`src/rtl/wavetimer8.sv`:
```
module wavetimer8 #(
  parameter int W = 8
) (
  input  logic         clk,
  input  logic         rst_n,
  input  logic         wr_en,
  input  logic [1:0]   wr_addr,
  input  logic [7:0]   wr_data,
  input  logic [1:0]   rd_addr,
  output logic [W-1:0] rd_data,
  input  logic [6:0]   tick,
  output logic         cmp_out,
  output logic         cmp_oe,
  output logic         ovf_flag,
  output logic         cmp_flag
);
  localparam logic [W-1:0] MAX = {W{1'b1}};

  logic [7:0]   ctrl;
  logic [W-1:0] cnt, cmp_buf, cmp_act;
  logic         up, out_q, out_n;

  wire [1:0]   mode    = {ctrl[3], ctrl[6]};
  wire [1:0]   act     = ctrl[5:4];
  wire [2:0]   csel    = ctrl[2:0];
  wire         pwm     = ctrl[6];
  wire         step    = (csel != 3'd0) && tick[csel - 3'd1];
  wire [W-1:0] cmp_eff = pwm ? cmp_act : cmp_buf;
  wire         match   = (cnt == cmp_eff);
  wire         at_max  = (cnt == MAX);
  wire         at_bot  = (cnt == '0);
  wire         wr_ctrl = wr_en && wr_addr == 2'd0;
  wire         wr_cmp  = wr_en && wr_addr == 2'd1;
  wire         wr_flg  = wr_en && wr_addr == 2'd3;
  wire         force_q = wr_ctrl && wr_data[7] && !wr_data[6];
  wire         ovf_set = step && ((mode == 2'd1) ? (at_bot && !up) : at_max);
  wire         cmp_set = step && match;

  assign cmp_out  = out_q;
  assign cmp_oe   = |act;
  assign ovf_flag = ovf_set_q;
  assign cmp_flag = cmp_set_q;

  logic ovf_set_q, cmp_set_q;

  always_comb begin
    out_n = out_q;
    if (step && match) begin
      if (!pwm) begin
        case (act)
          2'd1:    out_n = ~out_q;
          2'd2:    out_n = 1'b0;
          2'd3:    out_n = 1'b1;
          default: out_n = out_q;
        endcase
      end else if (act[1]) begin
        if (mode == 2'd3) out_n = act[0];
        else              out_n = up ? act[0] : ~act[0];
      end
    end
    if (mode == 2'd3 && step && at_max && act[1]) out_n = ~act[0];
    if (force_q) begin
      case (wr_data[5:4])
        2'd1:    out_n = ~out_n;
        2'd2:    out_n = 1'b0;
        2'd3:    out_n = 1'b1;
        default: out_n = out_n;
      endcase
    end
  end

  always_ff @(posedge clk or negedge rst_n) begin
    if (!rst_n) begin
      ctrl      <= '0;
      cnt       <= '0;
      cmp_buf   <= '0;
      cmp_act   <= '0;
      up        <= 1'b1;
      out_q     <= 1'b0;
      ovf_set_q <= 1'b0;
      cmp_set_q <= 1'b0;
    end else begin
      if (wr_ctrl) ctrl <= {1'b0, wr_data[6:0]};
      if (wr_cmp)  cmp_buf <= wr_data[W-1:0];
      if (!pwm || (step && at_max)) cmp_act <= cmp_buf;
      if (step) begin
        case (mode)
          2'd2: cnt <= match ? '0 : cnt + 1'b1;
          2'd1: begin
            if (up) begin
              if (at_max) begin cnt <= MAX - 1'b1; up <= 1'b0; end
              else cnt <= cnt + 1'b1;
            end else begin
              if (at_bot) begin cnt <= {{(W-1){1'b0}}, 1'b1}; up <= 1'b1; end
              else cnt <= cnt - 1'b1;
            end
          end
          default: cnt <= cnt + 1'b1;
        endcase
      end
      out_q     <= out_n;
      ovf_set_q <= ovf_set | (ovf_set_q & ~(wr_flg & wr_data[0]));
      cmp_set_q <= cmp_set | (cmp_set_q & ~(wr_flg & wr_data[1]));
    end
  end

  always_comb begin
    case (rd_addr)
      2'd0:    rd_data = W'(ctrl);
      2'd1:    rd_data = cmp_buf;
      2'd2:    rd_data = cnt;
      default: rd_data = W'({cmp_set_q, ovf_set_q});
    endcase
  end
endmodule


```
`config.mk`:
```
export PLATFORM = sky130hd
export DESIGN_NAME = wavetimer8
export DESIGN_NICKNAME = d
export VERILOG_FILES = /design/src/rtl/wavetimer8.sv
export SDC_FILE = /design/constraint.sdc
export NUM_CORES = 1
export LEC_CHECK = 0
export BUFFER_PORTS_ARGS = -buffer_cell sky130_fd_sc_hd__buf_4
export CAP_MARGIN = 20
export CORE_ASPECT_RATIO = 0.8
export CORE_MARGIN = 2
export CORE_UTILIZATION = 52
export DETAILED_ROUTE_END_ITERATION = 10
export PLACE_DENSITY = 0.76
export SLEW_MARGIN = 10
export SYNTH_ARGS = -nofsm -noshare
export SYNTH_HDL_FRONTEND = slang
export SYNTH_SLANG_ARGS = --single-unit
```
`constraint.sdc`:
```
create_clock -name clk -period 2.26 [get_ports clk]
set_input_delay 0.339 -clock clk [delete_from_list [all_inputs] [get_ports clk]]
set_output_delay 0.339 -clock clk [all_outputs]
set_load 0.03 [all_outputs]
```
==> flow_metrics.env, run 1 <==
export IMPL_status="complete, but fails checks"
export IMPL_violations="hold timing, setup timing"
export IMPL_wl_met3_um=519
export IMPL_grtUsageTotal=0.2619
export IMPL_synth_warnings=0
export IMPL_io_buffers=33
export IMPL_ir_drop_mv=0.6794
export IMPL_drive_gt1_frac=0.3215
export IMPL_post_route_period_util=1.041
export IMPL_htreeDepth=2
export IMPL_drc=0
export IMPL_yosys_area_top_type_share=0.3503
export IMPL_path_max_fanout=7
export IMPL_drt_initial_drc_count=258
export IMPL_die_area_mm2=0.005236
export IMPL_cts_buffers=5
export IMPL_worst_slew_margin_rel=0.6581
export IMPL_drtPass1Iterations=5
export IMPL_fp_dieH_um=65.13
export IMPL_place_inst=359
export IMPL_synth_distinct_cells=48
export IMPL_synthTopCellsByArea="dfrtp_1, mux2_2, mux2i_1"
export IMPL_slew_violations=0
export IMPL_fin_crit_ns=2.353
export IMPL_ys_async_sr_fraction=1.000
export IMPL_gp_congestion=0.9090
export IMPL_die_w_um=80.41
export IMPL_avgSynthCellArea_um2=9.234
export IMPL_start_util=0.5347
export IMPL_path_delay_family="simple AND/OR/NAND/NOR gates"
export IMPL_clk_pin_slew_ns=0.08
export IMPL_syn_inst=263
export IMPL_cpMaxStageDelayCell="or3_4"
export IMPL_coreArea_mm2=0.004542
export IMPL_tritoncts="yes"
export IMPL_arrival_ns=2.53
export IMPL_drv_cap=0
export IMPL_hpwlAfterDp_um=4626
export IMPL_rsz0062_at_grt="yes"
export IMPL_worst_slack_ns=-0.09299
export IMPL_ys_seq_area_frac=0.3612
export IMPL_ant_nets=0
export IMPL_cts_buffer_depth=2
export IMPL_end_kind="flip-flop"
export IMPL_diodes=0
export IMPL_hp_class="in -> async"
export IMPL_wl_met2_um=2961
export IMPL_wl_per_cell_um=17.48
export IMPL_wl_met1_um=2794
export IMPL_grt_max_degree=36
export IMPL_via_per_inst=6.024
export IMPL_highest_layer="met4"
export IMPL_cp_required_ns=2.44
export IMPL_critPathKind="reg -> reg"
export IMPL_pin_count=34
export IMPL_hold_viol=10
export IMPL_hold_slack_ns=-0.02116
export IMPL_p_leak_nw=1.368
export IMPL_ys_ff_latch=35
export IMPL_num_vias=2235
export IMPL_antenna_found_initial=0
export IMPL_stdcell_count=371
export IMPL_start_kind="flip-flop"
export IMPL_slowest_delay_ns=0.40
export IMPL_layout_common_cells="buf_4, nand2_1, dfrtp_1, o21ai_0, mux2_2"
export IMPL_synth_edff_count=0
export IMPL_crit_chain="inv_2 -> ha_4 -> ha_4 -> mux4_2 -> nor2b_2 -> or3_4 -> buf_6 -> or3_4 -> o211ai_2 -> nand3_1"
export IMPL_fin_skew_ns=0.01091
export IMPL_ys_flop_type="dfrtp_1"
export IMPL_power_density_mw_per_mm2=1132
export IMPL_tns_ns=-0.5822
export IMPL_critPathBufInv=2
export IMPL_mappedNetlistArea_mm2=0.002429
export IMPL_final_nets=339
export IMPL_clock_root_buffer="clkbuf_8"
export IMPL_grt_ovfl_total=0
export IMPL_grt_pass1_vias=2231
export IMPL_fin_util=0.6716
export IMPL_dp_slack_ns=-0.1543
export IMPL_clk_latency_ns=0.29
export IMPL_synthesis_nets=292
export IMPL_cts_sinks=35
export IMPL_grt_pass1_wl_um=10420
export IMPL_tightest_slew_ns=0.5114
export IMPL_rows=22
export IMPL_synthToLayoutAreaGrowth_pct=25.61
export IMPL_yosysTopAreaCell="dfrtp_1"
export IMPL_setup_violations=11
export IMPL_final_common_cell="buf_4"
export IMPL_wl_um=6484
export IMPL_hold_buffers=0
export IMPL_fmax_mhz=425.0
==> worst reg2reg max path: stages (launching register included) <==
cell and delay, ns:
dfrtp_1 0.39, inv_2 0.08, ha_4 0.16, ha_4 0.24, mux4_2 0.23, nor2b_2 0.05
or3_4 0.40, buf_6 0.15, or3_4 0.33, o211ai_2 0.14, nand3_1 0.08
==> final timing paths <==
check / startpoint / end / slack (ns) / cells after the start
worst min-delay path: rst_n / cnt[5] / -0.02 / 1
worst max-delay path: ctrl[0] / cmp_out / -0.09 / 10
max in group asynchronous: rst_n / up / 1.92 / 1
worst max register to register: ctrl[0] / cmp_out / -0.09 / 10
worst min register to register: cmp_act[0] / cmp_act[0] / 0.51 / 1
min in group clk: wr_data[6] / ctrl[6] / 0.26 / 3
==> timing repair <==
action,4_1_cts,5_1_grt
resized for setup,7,8
pin swaps,4,2
hold endpoints to repair,0,0
endpoints found under the setup margin,16,17
setup buffers,1,3
==> report_power, final <==
| part | leakage [nW] | switching, mW | internal (mW) | total, mW |
|---|---|---|---|---|
| clock | 0.0515 | 0.227 | 0.278 | 0.505 |
| sequential | 0.417 | 0.345 | 0.829 | 1.17 |
| combinational | 0.899 | 0.913 | 0.860 | 1.77 |
| total | 1.37 | 1.48 | 1.97 | 3.45 |
==> cell families after synthesis <==
kind of cell / after synthesis / share of synthesized area
fa+ha+maj: 7 / 0.03606
compound gates: 55 / 0.1479
buf+inv: 27 / 0.04946
simple gates: 92 / 0.1917
flops: 35 / 0.3612
xor+xnor: 12 / 0.04328
mux: 35 / 0.1705
==> through the flow <==
stage	instance area, um2	total power, mW
5_1_grt	3050	3.683
3_3_place_gp	2854	2.755
6_report	3050	3.452
2_1_floorplan	2471	2.294
4_1_cts	2992	3.362
3_5_place_dp	2854	2.808
==> Yosys cell counts, types with 3 or more instances <==
cell type,count
nand2_1,35
dfrtp_1,34
o21ai_0,22
mux2_2,18
mux2i_1,14
clkbuf_1,11
inv_1,11
nor3_1,10
xor2_1,10
nand3_1,9
a22oi_1,7
ha_1,7
nor2_1,7
nand4_1,6
o22ai_1,6
nor2b_1,5
and2_1,4
a31oi_1,3
buf_2,3
nor3b_1,3
==> per-layer routing <==
metal	GRT usage	vias to the layer above
li1	-	1042
met1	0.3578	1060
met2	0.4104	115
met3	0.04945	18
met4	0.1102	0
met5	0	-
==> cell type report <==
| class | instances | area (um2) |
|---|---|---|
| tap | 60 | 75.07 |
| sequential | 35 | 877.1 |
| clock buffer | 8 | 100.1 |
| timing repair buffer | 56 | 444.2 |
| inverter | 11 | 41.29 |
| fill | 362 | 1491 |
| multi-input combinational | 201 | 1513 |
==> sequential cells by signal, indices dropped and copies added, names as in the netlist <==
register and count:
cmp_flag 1, cmp_buf 8, ovf_flag 1, cnt 8, up 1, cmp_act 8, ctrl 7, cmp_out 1
Note: power is estimated with default switching activity, not from simulation.
==> inputs of run 2 (changes only) <==
RECOVER_POWER = 25   (was default)
SLEW_MARGIN = default   (was 10)
==> run 2 against run 1 <==
- the run ends with capacitance limit, slew limit, setup timing left
- critical path depth unchanged
- sequential power about the same
- clock power about the same
- total power about the same
- register-to-register slack about the same
- combinational power about the same
- wire length increased by 0.23%
- die area unchanged
- via count about the same
- fmax decreased by 0.31%
- count of clock-buffer cells in the layout unchanged
==> flow_metrics.env, run 2 (same netlist as run 1, synthesis figures left out) <==
export IMPL_p_leak_nw=1.364
export IMPL_fin_crit_ns=2.360
export IMPL_critPathKind="reg -> reg"
export IMPL_power_frac_comb=0.514
export IMPL_wl_um=6499
export IMPL_ant_nets=0
export IMPL_grt_pass1_vias=2231
export IMPL_cts_buffers=5
export IMPL_cts_buffer_depth=2
export IMPL_diodes=0
export IMPL_coreArea_mm2=0.004542
export IMPL_slew_violations=36
export IMPL_grtUsageTotal=0.2619
export IMPL_cts_sinks=35
export IMPL_p_seq_frac=0.340
export IMPL_cp_required_ns=2.44
export IMPL_switching_power_mw=1.488
export IMPL_start_util=0.5347
export IMPL_setup_violations=10
export IMPL_status="complete, but fails checks"
export IMPL_hpwlAfterDp_um=4626
export IMPL_grt_pass1_wl_um=10420
export IMPL_worst_slack_ns=-0.1004
export IMPL_rows=22
export IMPL_drv_cap=1
export IMPL_hold_buffers=0
export IMPL_clock_root_buffer="clkbuf_8"
export IMPL_final_common_cell="buf_4"
export IMPL_post_route_period_util=1.044
export IMPL_path_max_fanout=7
export IMPL_die_area_mm2=0.005236
export IMPL_ff2ff_setup_slack_ns=-0.10
export IMPL_antenna_found_initial=0
export IMPL_worst_slew_margin_rel=-0.2557
export IMPL_final_nets=339
export IMPL_placedInstanceArea_mm2=0.002854
export IMPL_htreeDepth=2
export IMPL_power_density_mw_per_mm2=1134
export IMPL_num_vias=2233
export IMPL_start_kind="flip-flop"
export IMPL_top_regs="cmp_act: 8 flops, cmp_buf: 8 flops, cnt: 8 flops"
export IMPL_fmax_mhz=423.7
export IMPL_hp_class="in -> reg"
export IMPL_wl_per_cell_um=17.52
export IMPL_drt_initial_drc_count=258
export IMPL_dp_slack_ns=-0.1543
export IMPL_synthToLayoutAreaGrowth_pct=25.45
export IMPL_design_area_mm2=0.003047
export IMPL_layout_common_cells="buf_4, nand2_1, dfrtp_1, o21ai_0, mux2_2"
export IMPL_drive_gt1_frac=0.3183
export IMPL_fin_util=0.6708
export IMPL_hold_viol=0
export IMPL_clk_latency_ns=0.29
export IMPL_via_per_inst=6.019
export IMPL_tritoncts="yes"
export IMPL_die_w_um=80.41
export IMPL_fin_skew_ns=0.01017
export IMPL_fp_dieH_um=65.13
export IMPL_place_inst=359
export IMPL_ir_drop_mv=0.6797
export IMPL_tightest_slew_ns=1.884
export IMPL_drc=0
export IMPL_tns_ns=-0.5966
export IMPL_drtPass1Iterations=5
export IMPL_switching_share=0.4307
export IMPL_arrival_ns=2.54
export IMPL_clock_power_share=0.146
export IMPL_end_kind="flip-flop"
export IMPL_pin_count=34
export IMPL_rsz0062_at_grt="yes"
export IMPL_clk_pin_slew_ns=0.08
export IMPL_io_buffers=33
export IMPL_intPower_mw=1.967
export IMPL_grt_ovfl_total=0
export IMPL_gp_congestion=0.9090
export IMPL_violations="capacitance limit, slew limit, setup timing"
export IMPL_stdcell_count=371
export IMPL_grt_max_degree=36
run 2: path summary, 6_finish.rpt:
check | start | end | cells after the start
hold / removal | wr_data[6] | ctrl[6] | 3
min in group asynchronous | rst_n | cnt[5] | 1
setup / recovery | ctrl[0] | cmp_out | 10
setup reg to reg | ctrl[0] | cmp_out | 10
hold reg to reg | cmp_act[0] | cmp_act[0] | 1
max in group asynchronous | rst_n | cmp_act[0] | 1
run 2: metal layers:
layer,share of wire,routed length (um),vias to the layer above,GRT usage
met5,0,0,-,0
met4,0.032,209,0,0.1102
met3,0.080,520,19,0.04945
met2,0.45,2955,113,0.4104
met1,0.43,2815,1059,0.3578
li1,-,-,1042,-
run 2: layout make-up:
class | instances | area, um2
clock buffer | 8 | 100.1
fill | 361 | 1495
inverter | 11 | 41.29
multi-input combinational | 201 | 1513
sequential | 35 | 877.1
tap | 60 | 75.07
timing repair buffer | 56 | 440.4
run 2: what timing repair did:
item,4_1_cts,5_1_grt
setup buffers,1,3
gates resized for setup,7,8
setup endpoints to repair,16,17
pin swaps,4,2
run 2: metrics by stage:
stage	power [mW]	hold WS, ns
after floorplan	2.294	0.04341
final	3.455	0.2617
after CTS	3.362	0.008470
after detailed placement	2.808	0.3215
after global placement	2.755	0.3267
after global routing	3.682	0.2669
run 2: critical path, cell delays in order (launching register included):
cell      delay (ns)
dfrtp_1         0.39
inv_2           0.07
ha_4            0.16
ha_4            0.24
mux4_2          0.23
nor2b_2         0.05
or3_4           0.40
buf_6           0.15
or3_4           0.34
o211ai_2        0.14
nand3_1         0.08
run 2: power by group through the flow:
| stage | Combinational (mW) | Sequential [mW] | Clock (mW) |
|---|---|---|---|
| 2_1_floorplan | 1.29 | 1.00 | 0 |
| 3_3_place_gp | 1.60 | 1.16 | 0 |
| 3_5_place_dp | 1.64 | 1.17 | 0 |
| 4_1_cts | 1.69 | 1.16 | 0.510 |
| 5_1_grt | 1.94 | 1.20 | 0.539 |
| 6_report | 1.78 | 1.18 | 0.505 |
